--- src/rtl/bfg_pkg.sv ---
package bfg_pkg;
    typedef enum logic [1:0] {
        BLK_MAIN = 2'd0,
        BLK_PAR0 = 2'd1,
        BLK_PAR1 = 2'd2,
        BLK_BOOT = 2'd3
    } blk_e;

    typedef enum logic [2:0] {
        ST_ARRAY   = 3'd0,
        ST_STATUS  = 3'd1,
        ST_PGM_ARM = 3'd2,
        ST_ERS_ARM = 3'd3,
        ST_BUSY    = 3'd4
    } st_e;

    localparam logic [7:0] OP_READ   = 8'hFF;
    localparam logic [7:0] OP_STAT   = 8'h70;
    localparam logic [7:0] OP_CLR    = 8'h50;
    localparam logic [7:0] OP_PGM    = 8'h40;
    localparam logic [7:0] OP_ERS    = 8'h20;
    localparam logic [7:0] OP_CONF   = 8'hD0;
endpackage

--- src/rtl/bfg_decode.sv ---
module bfg_decode
    import bfg_pkg::*;
#(
    parameter bit TOP_BOOT = 1'b1
) (
    input  logic [4:0] hi,
    output blk_e       blk
);
    // hi holds the five most significant address bits
    generate
        if (TOP_BOOT) begin : g_top
            always_comb begin
                if (hi[4:1] == 4'hF)        blk = BLK_BOOT;
                else if (hi == 5'b11101)    blk = BLK_PAR1;
                else if (hi == 5'b11100)    blk = BLK_PAR0;
                else                        blk = BLK_MAIN;
            end
        end else begin : g_bottom
            always_comb begin
                if (hi[4:1] == 4'h0)        blk = BLK_BOOT;
                else if (hi == 5'b00010)    blk = BLK_PAR0;
                else if (hi == 5'b00011)    blk = BLK_PAR1;
                else                        blk = BLK_MAIN;
            end
        end
    endgenerate
endmodule

--- src/rtl/bfg_array.sv ---
module bfg_array
    import bfg_pkg::*;
#(
    parameter int LOC_W = 4
) (
    input  logic             clk,
    input  logic             rst_n,
    input  logic             prog_en,
    input  logic             erase_en,
    input  blk_e             wblk,
    input  logic [LOC_W-1:0] woff,
    input  logic [7:0]       wdata,
    input  blk_e             rblk,
    input  logic [LOC_W-1:0] roff,
    output logic [7:0]       rdata
);
    localparam int DEPTH = 4 << LOC_W;

    logic [7:0] mem [DEPTH];

    always_ff @(posedge clk) begin
        if (!rst_n) begin
            for (int i = 0; i < DEPTH; i++) mem[i] <= 8'hFF;
        end else if (erase_en) begin
            for (int i = 0; i < DEPTH; i++) begin
                if (2'(i >> LOC_W) == wblk) mem[i] <= 8'hFF;
            end
        end else if (prog_en) begin
            mem[{wblk, woff}] <= wdata;
        end
    end

    assign rdata = mem[{rblk, roff}];
endmodule

--- src/rtl/bfg_ctrl.sv ---
module bfg_ctrl
    import bfg_pkg::*;
#(
    parameter int AW       = 17,
    parameter int BUSY_CYC = 4
) (
    input  logic          clk,
    input  logic          rst_n,
    input  logic          pwd_n,
    input  logic          ce_n,
    input  logic          we_n,
    input  logic [AW-1:0] addr,
    input  logic [7:0]    din,
    input  logic          boot_unlock,
    input  logic          vpp_ok,
    input  blk_e          wblk,
    output logic [AW-1:0] lat_addr,
    output logic [7:0]    lat_data,
    output logic          prog_en,
    output logic          erase_en,
    output logic          show_status,
    output logic [7:0]    status,
    output st_e           state
);
    localparam int CW = $clog2(BUSY_CYC + 1);

    st_e           nxt;
    logic [CW-1:0] cnt, nxt_cnt;
    logic          we_q, p_err, e_err;
    logic          set_p, set_e, clr_err;
    logic          wr_rise, allowed;

    // bus capture: hold address/data of the low phase of we_n
    always_ff @(posedge clk) begin
        if (!rst_n) begin
            we_q     <= 1'b1;
            lat_addr <= '0;
            lat_data <= '0;
        end else begin
            we_q <= we_n;
            if (!we_n && !ce_n) begin
                lat_addr <= addr;
                lat_data <= din;
            end
        end
    end

    assign wr_rise = pwd_n && !ce_n && !we_q && we_n;
    assign allowed = vpp_ok && ((wblk != BLK_BOOT) || boot_unlock);

    // next-state logic
    always_comb begin
        nxt     = state;
        nxt_cnt = cnt;
        set_p   = 1'b0;
        set_e   = 1'b0;
        clr_err = 1'b0;
        unique case (state)
            ST_ARRAY, ST_STATUS: begin
                if (wr_rise) begin
                    case (lat_data)
                        OP_READ: nxt = ST_ARRAY;
                        OP_STAT: nxt = ST_STATUS;
                        OP_CLR:  begin nxt = ST_ARRAY; clr_err = 1'b1; end
                        OP_PGM:  nxt = ST_PGM_ARM;
                        OP_ERS:  nxt = ST_ERS_ARM;
                        default: nxt = ST_ARRAY;
                    endcase
                end
            end
            ST_PGM_ARM: begin
                if (wr_rise) begin
                    if (allowed) begin
                        nxt     = ST_BUSY;
                        nxt_cnt = CW'(BUSY_CYC - 1);
                    end else begin
                        nxt   = ST_STATUS;
                        set_p = 1'b1;
                    end
                end
            end
            ST_ERS_ARM: begin
                if (wr_rise) begin
                    if (lat_data != OP_CONF) begin
                        nxt = ST_ARRAY;
                    end else if (allowed) begin
                        nxt     = ST_BUSY;
                        nxt_cnt = CW'(BUSY_CYC - 1);
                    end else begin
                        nxt   = ST_STATUS;
                        set_e = 1'b1;
                    end
                end
            end
            ST_BUSY: begin
                if (cnt == '0) nxt = ST_STATUS;
                else           nxt_cnt = cnt - 1'b1;
            end
            default: nxt = ST_ARRAY;
        endcase
    end

    // state register
    always_ff @(posedge clk) begin
        if (!rst_n || !pwd_n) begin
            state <= ST_ARRAY;
            cnt   <= '0;
            p_err <= 1'b0;
            e_err <= 1'b0;
        end else begin
            state <= nxt;
            cnt   <= nxt_cnt;
            p_err <= (p_err && !clr_err) || set_p;
            e_err <= (e_err && !clr_err) || set_e;
        end
    end

    // outputs
    always_comb begin
        prog_en     = (state == ST_PGM_ARM) && wr_rise && allowed;
        erase_en    = (state == ST_ERS_ARM) && wr_rise && allowed && (lat_data == OP_CONF);
        show_status = (state != ST_ARRAY);
        status      = {state != ST_BUSY, 1'b0, e_err, p_err, 4'b0000};
    end
endmodule

--- src/rtl/bootflash_guard.sv ---
module bootflash_guard
    import bfg_pkg::*;
#(
    parameter int AW       = 17,
    parameter bit TOP_BOOT = 1'b1,
    parameter int LOC_W    = 4,
    parameter int BUSY_CYC = 4
) (
    input  logic          clk,
    input  logic          rst_n,
    input  logic          ce_n,
    input  logic          oe_n,
    input  logic          we_n,
    input  logic [AW-1:0] addr,
    input  logic [7:0]    din,
    output logic [7:0]    dq_out,
    output logic          dq_oe,
    input  logic          pwd_n,
    input  logic          boot_unlock,
    input  logic          vpp_ok
);
    logic [AW-1:0] lat_addr;
    logic [7:0]    lat_data, status, rdata;
    logic          prog_en, erase_en, show_status;
    blk_e          wblk, rblk;
    st_e           state;

    bfg_decode #(.TOP_BOOT(TOP_BOOT)) u_dec_w (
        .hi (lat_addr[AW-1:AW-5]),
        .blk(wblk)
    );

    bfg_decode #(.TOP_BOOT(TOP_BOOT)) u_dec_r (
        .hi (addr[AW-1:AW-5]),
        .blk(rblk)
    );

    bfg_ctrl #(.AW(AW), .BUSY_CYC(BUSY_CYC)) u_ctrl (
        .clk        (clk),
        .rst_n      (rst_n),
        .pwd_n      (pwd_n),
        .ce_n       (ce_n),
        .we_n       (we_n),
        .addr       (addr),
        .din        (din),
        .boot_unlock(boot_unlock),
        .vpp_ok     (vpp_ok),
        .wblk       (wblk),
        .lat_addr   (lat_addr),
        .lat_data   (lat_data),
        .prog_en    (prog_en),
        .erase_en   (erase_en),
        .show_status(show_status),
        .status     (status),
        .state      (state)
    );

    bfg_array #(.LOC_W(LOC_W)) u_mem (
        .clk     (clk),
        .rst_n   (rst_n),
        .prog_en (prog_en),
        .erase_en(erase_en),
        .wblk    (wblk),
        .woff    (lat_addr[LOC_W-1:0]),
        .wdata   (lat_data),
        .rblk    (rblk),
        .roff    (addr[LOC_W-1:0]),
        .rdata   (rdata)
    );

    assign dq_out = show_status ? status : rdata;
    assign dq_oe  = pwd_n && !ce_n && !oe_n;
endmodule

--- config.mk ---
export PLATFORM = sky130hd
export DESIGN_NAME = bootflash_guard
export DESIGN_NICKNAME = d
export VERILOG_FILES = /design/src/rtl/bfg_pkg.sv /design/src/rtl/bfg_decode.sv /design/src/rtl/bfg_array.sv /design/src/rtl/bfg_ctrl.sv /design/src/rtl/bootflash_guard.sv
export SDC_FILE = /design/constraint.sdc
export NUM_CORES = 1
export LEC_CHECK = 0
export BUFFER_PORTS_ARGS = -buffer_cell sky130_fd_sc_hd__buf_2
export CAP_MARGIN = 20
export CORE_ASPECT_RATIO = 1.75
export CORE_MARGIN = 1
export CORE_UTILIZATION = 40
export CTS_CLUSTER_SIZE = 12
export DETAILED_ROUTE_END_ITERATION = 12
export PLACE_DENSITY = 0.65
export SYNTH_ARGS = -nofsm -noshare
export SYNTH_HDL_FRONTEND = slang
export SYNTH_SLANG_ARGS = --single-unit
--- constraint.sdc ---
create_clock -name clk -period 5.1 [get_ports clk]
set_input_delay 1.53 -clock clk [delete_from_list [all_inputs] [get_ports clk]]
set_output_delay 1.53 -clock clk [all_outputs]
set_load 0.01 [all_outputs]
==> results of run 1 <==
## timing repair
action	CTS	global route
endpoints found under the setup margin	8	8
pin swaps	5	5
resized for setup	40	25
buffers inserted	9	3
cloned	1	2
hold endpoints to repair	0	0
## path summary, 6_finish.rpt
check,to
setup reg to reg,u_mem.mem[42][1]$_SDFFCE_PN1P_
hold reg to reg,u_ctrl.lat_addr[12]$_SDFFE_PN0P_
setup / recovery,dq_out[5]
hold / removal,u_ctrl.lat_addr[12]$_SDFFE_PN0P_
## tightest hold or removal path: cells and delay by family, from the launching register on
kind	cells	cell delay, ps
flops	1	320
compound gates	1	60
simple gates	1	50
## stage by stage
stage	hold WS, ps	total power [mW]	utilization [%]	setup TNS, ps	instance area, um2
floorplan	450	5.25	-	0	25400
global placement	472	5.53	43.5	-1090	27200
detailed placement	479	5.54	43.6	-982	27300
CTS	489	9.05	46.3	-51.4	29000
global route	521	9.24	46.6	-169	29100
finish	489	9.02	46.6	-84.4	29100
## sequential cells by signal, indices dropped and copies added (netlist names)
signal	flops
u_ctrl.cnt	3
u_ctrl.lat_data	8
u_ctrl.state	3
u_ctrl.we_q	1
u_ctrl.lat_addr	9
u_ctrl.e_err	1
u_mem.mem	512
u_ctrl.p_err	1
## routing by layer
metal  global-route usage [%]  up-vias  routed length (um)  share of wire [%]
met5                        0        -                  13              0.018
met1                     25.1     8337               25000                 34
met4                     14.6        2                5310                7.3
met2                     40.4      712               38100                 52
met3                     2.44      210                4160                5.7
li1                         -     7168                   -                  -
## power by group
group	internal, mW	switching, mW	total (mW)
clock	1.94	1.59	3.53
combinational	0.226	0.420	0.646
sequential	4.83	0.00986	4.84
total	7.00	2.02	9.02
## cell usage in the layout, fill, tap and decap left out, types with 20 or more instances in the layout
cell type / netlist / routed
clkbuf_1: 194 / 25
or3_1: 516 / 515
nand3_1: 28 / 26
o21ai_0: 72 / 68
buf_4: 9 / 207
clkbuf_16: 0 / 55
a21boi_0: 21 / 20
mux4_2: 107 / 117
buf_2: 11 / 30
nor2_1: 26 / 26
edfxtp_1: 512 / 512
nand2_1: 57 / 56
## layout make-up
type	instances	area share [%]
clock buffer	78	4.88
clock inverter	2	0.120
inverter	8	0.103
multi-input combinational	1007	29.4
sequential	538	54.6
tap	799	3.43
timing repair buffer	261	7.38
## kinds of logic after synthesis
family                     after synthesis
DFF                                    538
muxes                                  141
buffers and inverters                  238
adders and majority gates                2
xor gates and xnor gates                 3
and+or+nand+nor                        695
AOI/OAI and AO/OA                      166
==> run summary, run 1 <==
Status = finished, violations left
Failing checks = design-rule violations, negative setup slack
Simple-gate area share of the yosys netlist = 16.3%
HPWL after DPL = 47400 um
Area of the multi-input gates = 8570 um2
Post-route setup slack = -69.2 ps
Worst skew pair latency = 600 ps
Slew @ Worst Pin = 1100 ps
R2R depth = 7
Ant. Diodes = 0
Port Buffers = 33
Max cap viols = 0
Vias = 16400
Power Dens Cells = 310 nW/um2
Num CTS Buffers = 51
IO Count = 42
Total Wirelength = 72600 um
Mean routed wirelength per cell = 27.0 um
Layout Skew = 19.0 ps
Drt first pass iters = 11
Synth warn = 0
Final min period = 5170 ps
Final Wtd Congestion = 0.937
Synth cell types = 68
Final ANT Viol Nets = 0
Max-slew headroom = 26.9%
Top_reg_cell synth = edfxtp_1
Syn Nets = 1818
EDFF count, synth = 512
Area delta synth->final = 14.7%
Asr flop ratio synth = 0%
Row count = 121
Worst min path class = register to register
Final Hold Fails = 0
Crit-path slowest cell = mux4_2
Peak supply drop = 0.222 mV
Pre-CTS WS = -223 ps
Synth Cell Area = 25400 um2
Crit path required time = 3570 ps
Initial Util = 40.6%
CP Buf/Inv Count = 3
Setup violations, final = 2
Crit path cell chain = buf_16, bufbuf_16, mux4_2, mux2_2, a2111oi_2, nor4_2, buf_2
Top-count cell post-synth = or3_1
Inst Count DP = 2598
Leak = 7.35 nW
FILL cells = 5295
Layout Cells excl Fill = 2693
Main combinational cell family by area after synthesis = simple AND/OR/NAND/NOR gates
TritonCTS clock tree = yes
Vias in the first global route = 16600
DR DRC count = 10
Crit share post-route = 101%
Post-synthesis xor/xnor area fraction = 0.104%
Critical Path Sink Type = output pin
Slowest Stage Delay on Critical Path = 600 ps
Total die area = 64500 um2
CTS Sinks = 538
Initial antenna violation count = 2
Hold path cells = 2
Mux cell area share after synthesis = 12.5%
Root buffer cell = clkbuf_16
Hold buffer count at cts = 0
Fin nets = 1902
#FFs+latches synth = 538
FF-to-FF setup slack = 2020 ps
Post-synthesis adder-cell area fraction = 0.0986%
Sequential area share after synthesis = 62.6%
Register area = 15900 um2
Bufs on Longest Clock Path = 3
Compound-Gate Fraction of Synth Area = 4.28%
Worst Hold Launch = u_ctrl.lat_addr[12]$_SDFFE_PN0P_
Max-slew violation count = 0
Startpoint types = input port
Vias per inst = 6.10
RSZ-0062 raised after global routing = yes
Clock-pin slew on the worst setup and hold paths = 60 ps
Arrival @ worst endpoint = 3640 ps
Post-Synthesis Cells = 1783
Area contributors post-synth = edfxtp_1 61%, or3_1 13%, mux4_2 9.5%
DR iter-0 viols = 1695
Max frequency = 193 MHz
Worst Setup Path Type = input port to output pin
Post-synth top cells = 516 x or3_1, 512 x edfxtp_1, 194 x clkbuf_1, 107 x mux4_2, 72 x o21ai_0
Core Region = 62500 um2
DIE WIDTH = 192 um
Syn avg cell area = 14.2 um2
Global-route usage over all layers = 22.6%
H-tree lvl count = 2
Cell taking the most area after synthesis = edfxtp_1
Worst-path fanout max = 10
Crit. Startpoint = addr[0]
Reg-to-Reg Start = u_ctrl.state[1]$_SDFFE_PP0P_
Largest net degree at the start of global routing = 73
Top-area cell type share of the netlist area = 60.6%
Die Y = 335 um
Fraction of layout cells with a size suffix above 1 = 25.3%
Top cell family by delay on the critical path = multiplexers
Critical path depth = 7
First-pass GRT wire length = 106000 um
Total grt overflow = 0
No activity file was read; power rests on OpenSTA's default activity.
==> inputs of run 2 (changes only) <==
Settings changed: CTS_BUF_LIST set to sky130_fd_sc_hd__clkbuf_8.
==> run summary, run 2 (synthesis results as in run 1) <==
Status = finished, violations left (unchanged)
Failing checks = design-rule violations, negative setup slack (unchanged)
Worst-path fanout max = 8 (was 10)
IO Count = 42 (unchanged)
Crit path required time = 3570 ps (about the same)
NetSw = 2.07 mW (was 2.02 mW)
Row count = 121 (unchanged)
Placed cell area = 27300 um2 (unchanged)
Global-route usage over all layers = 22.7% (was 22.6%)
Startpoint types = input port (unchanged)
Num CTS Buffers = 76 (was 51)
Vias = 16600 (was 16400)
Layout Cells excl Fill = 2748 (was 2693)
Initial Util = 40.6% (unchanged)
Fraction of layout cells with a size suffix above 1 = 26.5% (was 25.3%)
Peak supply drop = 0.147 mV (was 0.222 mV)
Leak = 7.50 nW (was 7.35 nW)
First-pass GRT wire length = 107000 um (was 106000 um)
Final Hold Fails = 0 (unchanged)
Max-slew violation count = 0 (unchanged)
Vias in the first global route = 16900 (was 16600)
Bufs on Longest Clock Path = 3 (unchanged)
Core Region = 62500 um2 (unchanged)
Layout Skew = 28.3 ps (was 19.0 ps)
Max cap viols = 0 (unchanged)
Initial antenna violation count = 3 (was 2)
Worst Setup Path Type = input port to output pin (unchanged)
Inst Count DP = 2598 (unchanged)
FF-to-FF setup slack = 2050 ps (was 2020 ps)
Design area = 29100 um2 (about the same)
Total die area = 64500 um2 (unchanged)
Max frequency = 195 MHz (was 193 MHz)
Largest register FFs = 512 (unchanged)
Root buffer cell = clkbuf_8 (was clkbuf_16)
Worst skew pair latency = 650 ps (was 600 ps)
Critical path depth = 9 (was 7)
Fin nets = 1924 (was 1902)
H-tree lvl count = 3 (was 2)
Slowest Stage Delay on Critical Path = 560 ps (was 600 ps)
Drt first pass iters = 11 (unchanged)
Reg-to-Reg Start = u_ctrl.state[1]$_SDFFE_PP0P_ (unchanged)
Worst hold slack = 488 ps (was 489 ps)
Max-slew headroom = 27.1% (was 26.9%)
TritonCTS clock tree = yes (unchanged)
Power Dens Cells = 303 nW/um2 (was 310 nW/um2)
RSZ-0062 raised after global routing = yes (unchanged)
Die Y = 335 um (unchanged)
Hold buffer count at cts = 0 (unchanged)
Crit share post-route = 101% (about the same)
Commonest non-fill, non-tap cell in the layout = or3_1 (unchanged)
Internal Power = 6.77 mW (was 7.00 mW)
Total grt overflow = 0 (unchanged)
CP Buf/Inv Count = 4 (was 3)
Worst setup path endpoint = dq_out[7] (was dq_out[5])
Total power = 8.84 mW (was 9.02 mW)
Port Buffers = 33 (unchanged)
Crit path cell chain = buf_16, buf_12, mux4_2, or4_1, a21oi_1, o31a_1, nor4bb_4, buf_4, buf_2 (was buf_16, bufbuf_16, mux4_2, mux2_2, a2111oi_2, nor4_2, buf_2)
Setup TNS = -51.9 ps (was -84.4 ps)
Most frequent cells in the layout = 515 x or3_1, 512 x edfxtp_1, 204 x buf_4 (was 515 x or3_1, 512 x edfxtp_1, 207 x buf_4)
Setup violations, final = 2 (unchanged)
Final Wtd Congestion = 0.937 (unchanged)
Final min period = 5140 ps (was 5170 ps)
DIE WIDTH = 192 um (unchanged)
Largest registers = u_mem.mem (512), u_ctrl.lat_addr (9), u_ctrl.lat_data (8) (unchanged)
CTS Sinks = 538 (unchanged)
Largest reg by FF count = u_mem.mem (unchanged)
R2R depth = 7 (unchanged)
DR DRC count = 10 (unchanged)
Core Util, Final = 46.6% (about the same)
Critical Path Sink Type = output pin (unchanged)
Total Wirelength = 72800 um (was 72600 um)
Reg2reg end = u_mem.mem[42][0]$_SDFFCE_PN1P_ (was u_mem.mem[42][1]$_SDFFCE_PN1P_)
Worst min path class = register to register (unchanged)
Final ANT Viol Nets = 0 (unchanged)
Mean routed wirelength per cell = 26.5 um (was 27.0 um)
Clock Power Share = 37.9% (was 39.2%)
Pre-CTS WS = -223 ps (unchanged)
DR iter-0 viols = 1728 (was 1695)
Clock-pin slew on the worst setup and hold paths = 60 ps (about the same)
Reg power frac = 54.8% (was 53.7%)
Post-route setup slack = -36.6 ps (was -69.2 ps)
Crit. Startpoint = addr[1] (was addr[0])
Top cell family by delay on the critical path = buffers and inverters (was multiplexers)
HPWL after DPL = 47400 um (unchanged)
Area delta synth->final = 14.7% (about the same)
Gate power share = 7.3% (was 7.2%)
Vias per inst = 6.03 (was 6.10)
Largest net degree at the start of global routing = 73 (unchanged)
Crit-path slowest cell = mux4_2 (unchanged)
Arrival @ worst endpoint = 3610 ps (was 3640 ps)
Slew @ Worst Pin = 1090 ps (was 1100 ps)
Sw frac = 23.4% (was 22.4%)
[run 2: power by group through the flow]
stage	Combinational [mW]	Clock (mW)	Sequential [mW]
floorplan	0.312	0	4.94
global placement	0.593	0	4.94
detailed placement	0.604	0	4.94
CTS	0.632	3.38	4.84
global route	0.678	3.55	4.84
finish	0.646	3.35	4.84
[run 2: cell type report]
| class | count | area [um2] |
|---|---|---|
| multi-input combinational | 1007 | 8570 |
| antenna | 1 | 2.50 |
| clock inverter | 57 | 363 |
| timing repair buffer | 258 | 2150 |
| inverter | 8 | 30.0 |
| tap | 799 | 1000 |
| clock buffer | 80 | 1100 |
| sequential | 538 | 15900 |
| fill | 5316 | 33400 |
[run 2: worst min-delay path by stage]
stage	startpoint	end	slack (ps)	cells after the start
CTS	u_ctrl.lat_addr[12]$_SDFFE_PN0P_	u_ctrl.lat_addr[12]$_SDFFE_PN0P_	490	2
global route	u_ctrl.lat_addr[12]$_SDFFE_PN0P_	u_ctrl.lat_addr[12]$_SDFFE_PN0P_	520	2
finish	u_ctrl.lat_addr[12]$_SDFFE_PN0P_	u_ctrl.lat_addr[12]$_SDFFE_PN0P_	490	2
global placement	u_ctrl.lat_addr[13]$_SDFFE_PN0P_	u_ctrl.lat_addr[13]$_SDFFE_PN0P_	470	2
floorplan	u_ctrl.cnt[0]$_SDFFE_PP0P_	u_ctrl.cnt[0]$_SDFFE_PP0P_	450	2
detailed placement	u_ctrl.lat_addr[12]$_SDFFE_PN0P_	u_ctrl.lat_addr[12]$_SDFFE_PN0P_	480	2
[run 2: timing repair]
action                     in CTS  in global routing
setup buffers                   6                  1
pin swaps                       3                  7
setup endpoints to repair       8                  8
hold endpoints to repair        0                  0
resized for setup              32                 30
gates cloned                    3                  2
[run 2: worst register-to-register path: stages, from the launching register on]
cell and delay, ps:
dfxtp_1 590, and2b_1 290, o2111a_1 250, buf_4 180, nand3_1 100, buf_4 300, o21ai_0 760, buf_4 280
[run 2: routing by layer]
layer	global-route usage [%]	wire length (um)	vias up
li1	-	-	7236
met1	25.1	25300	8425
met2	40.3	38400	687
met3	2.98	3980	209
met4	15.0	5150	2
met5	0	13	-
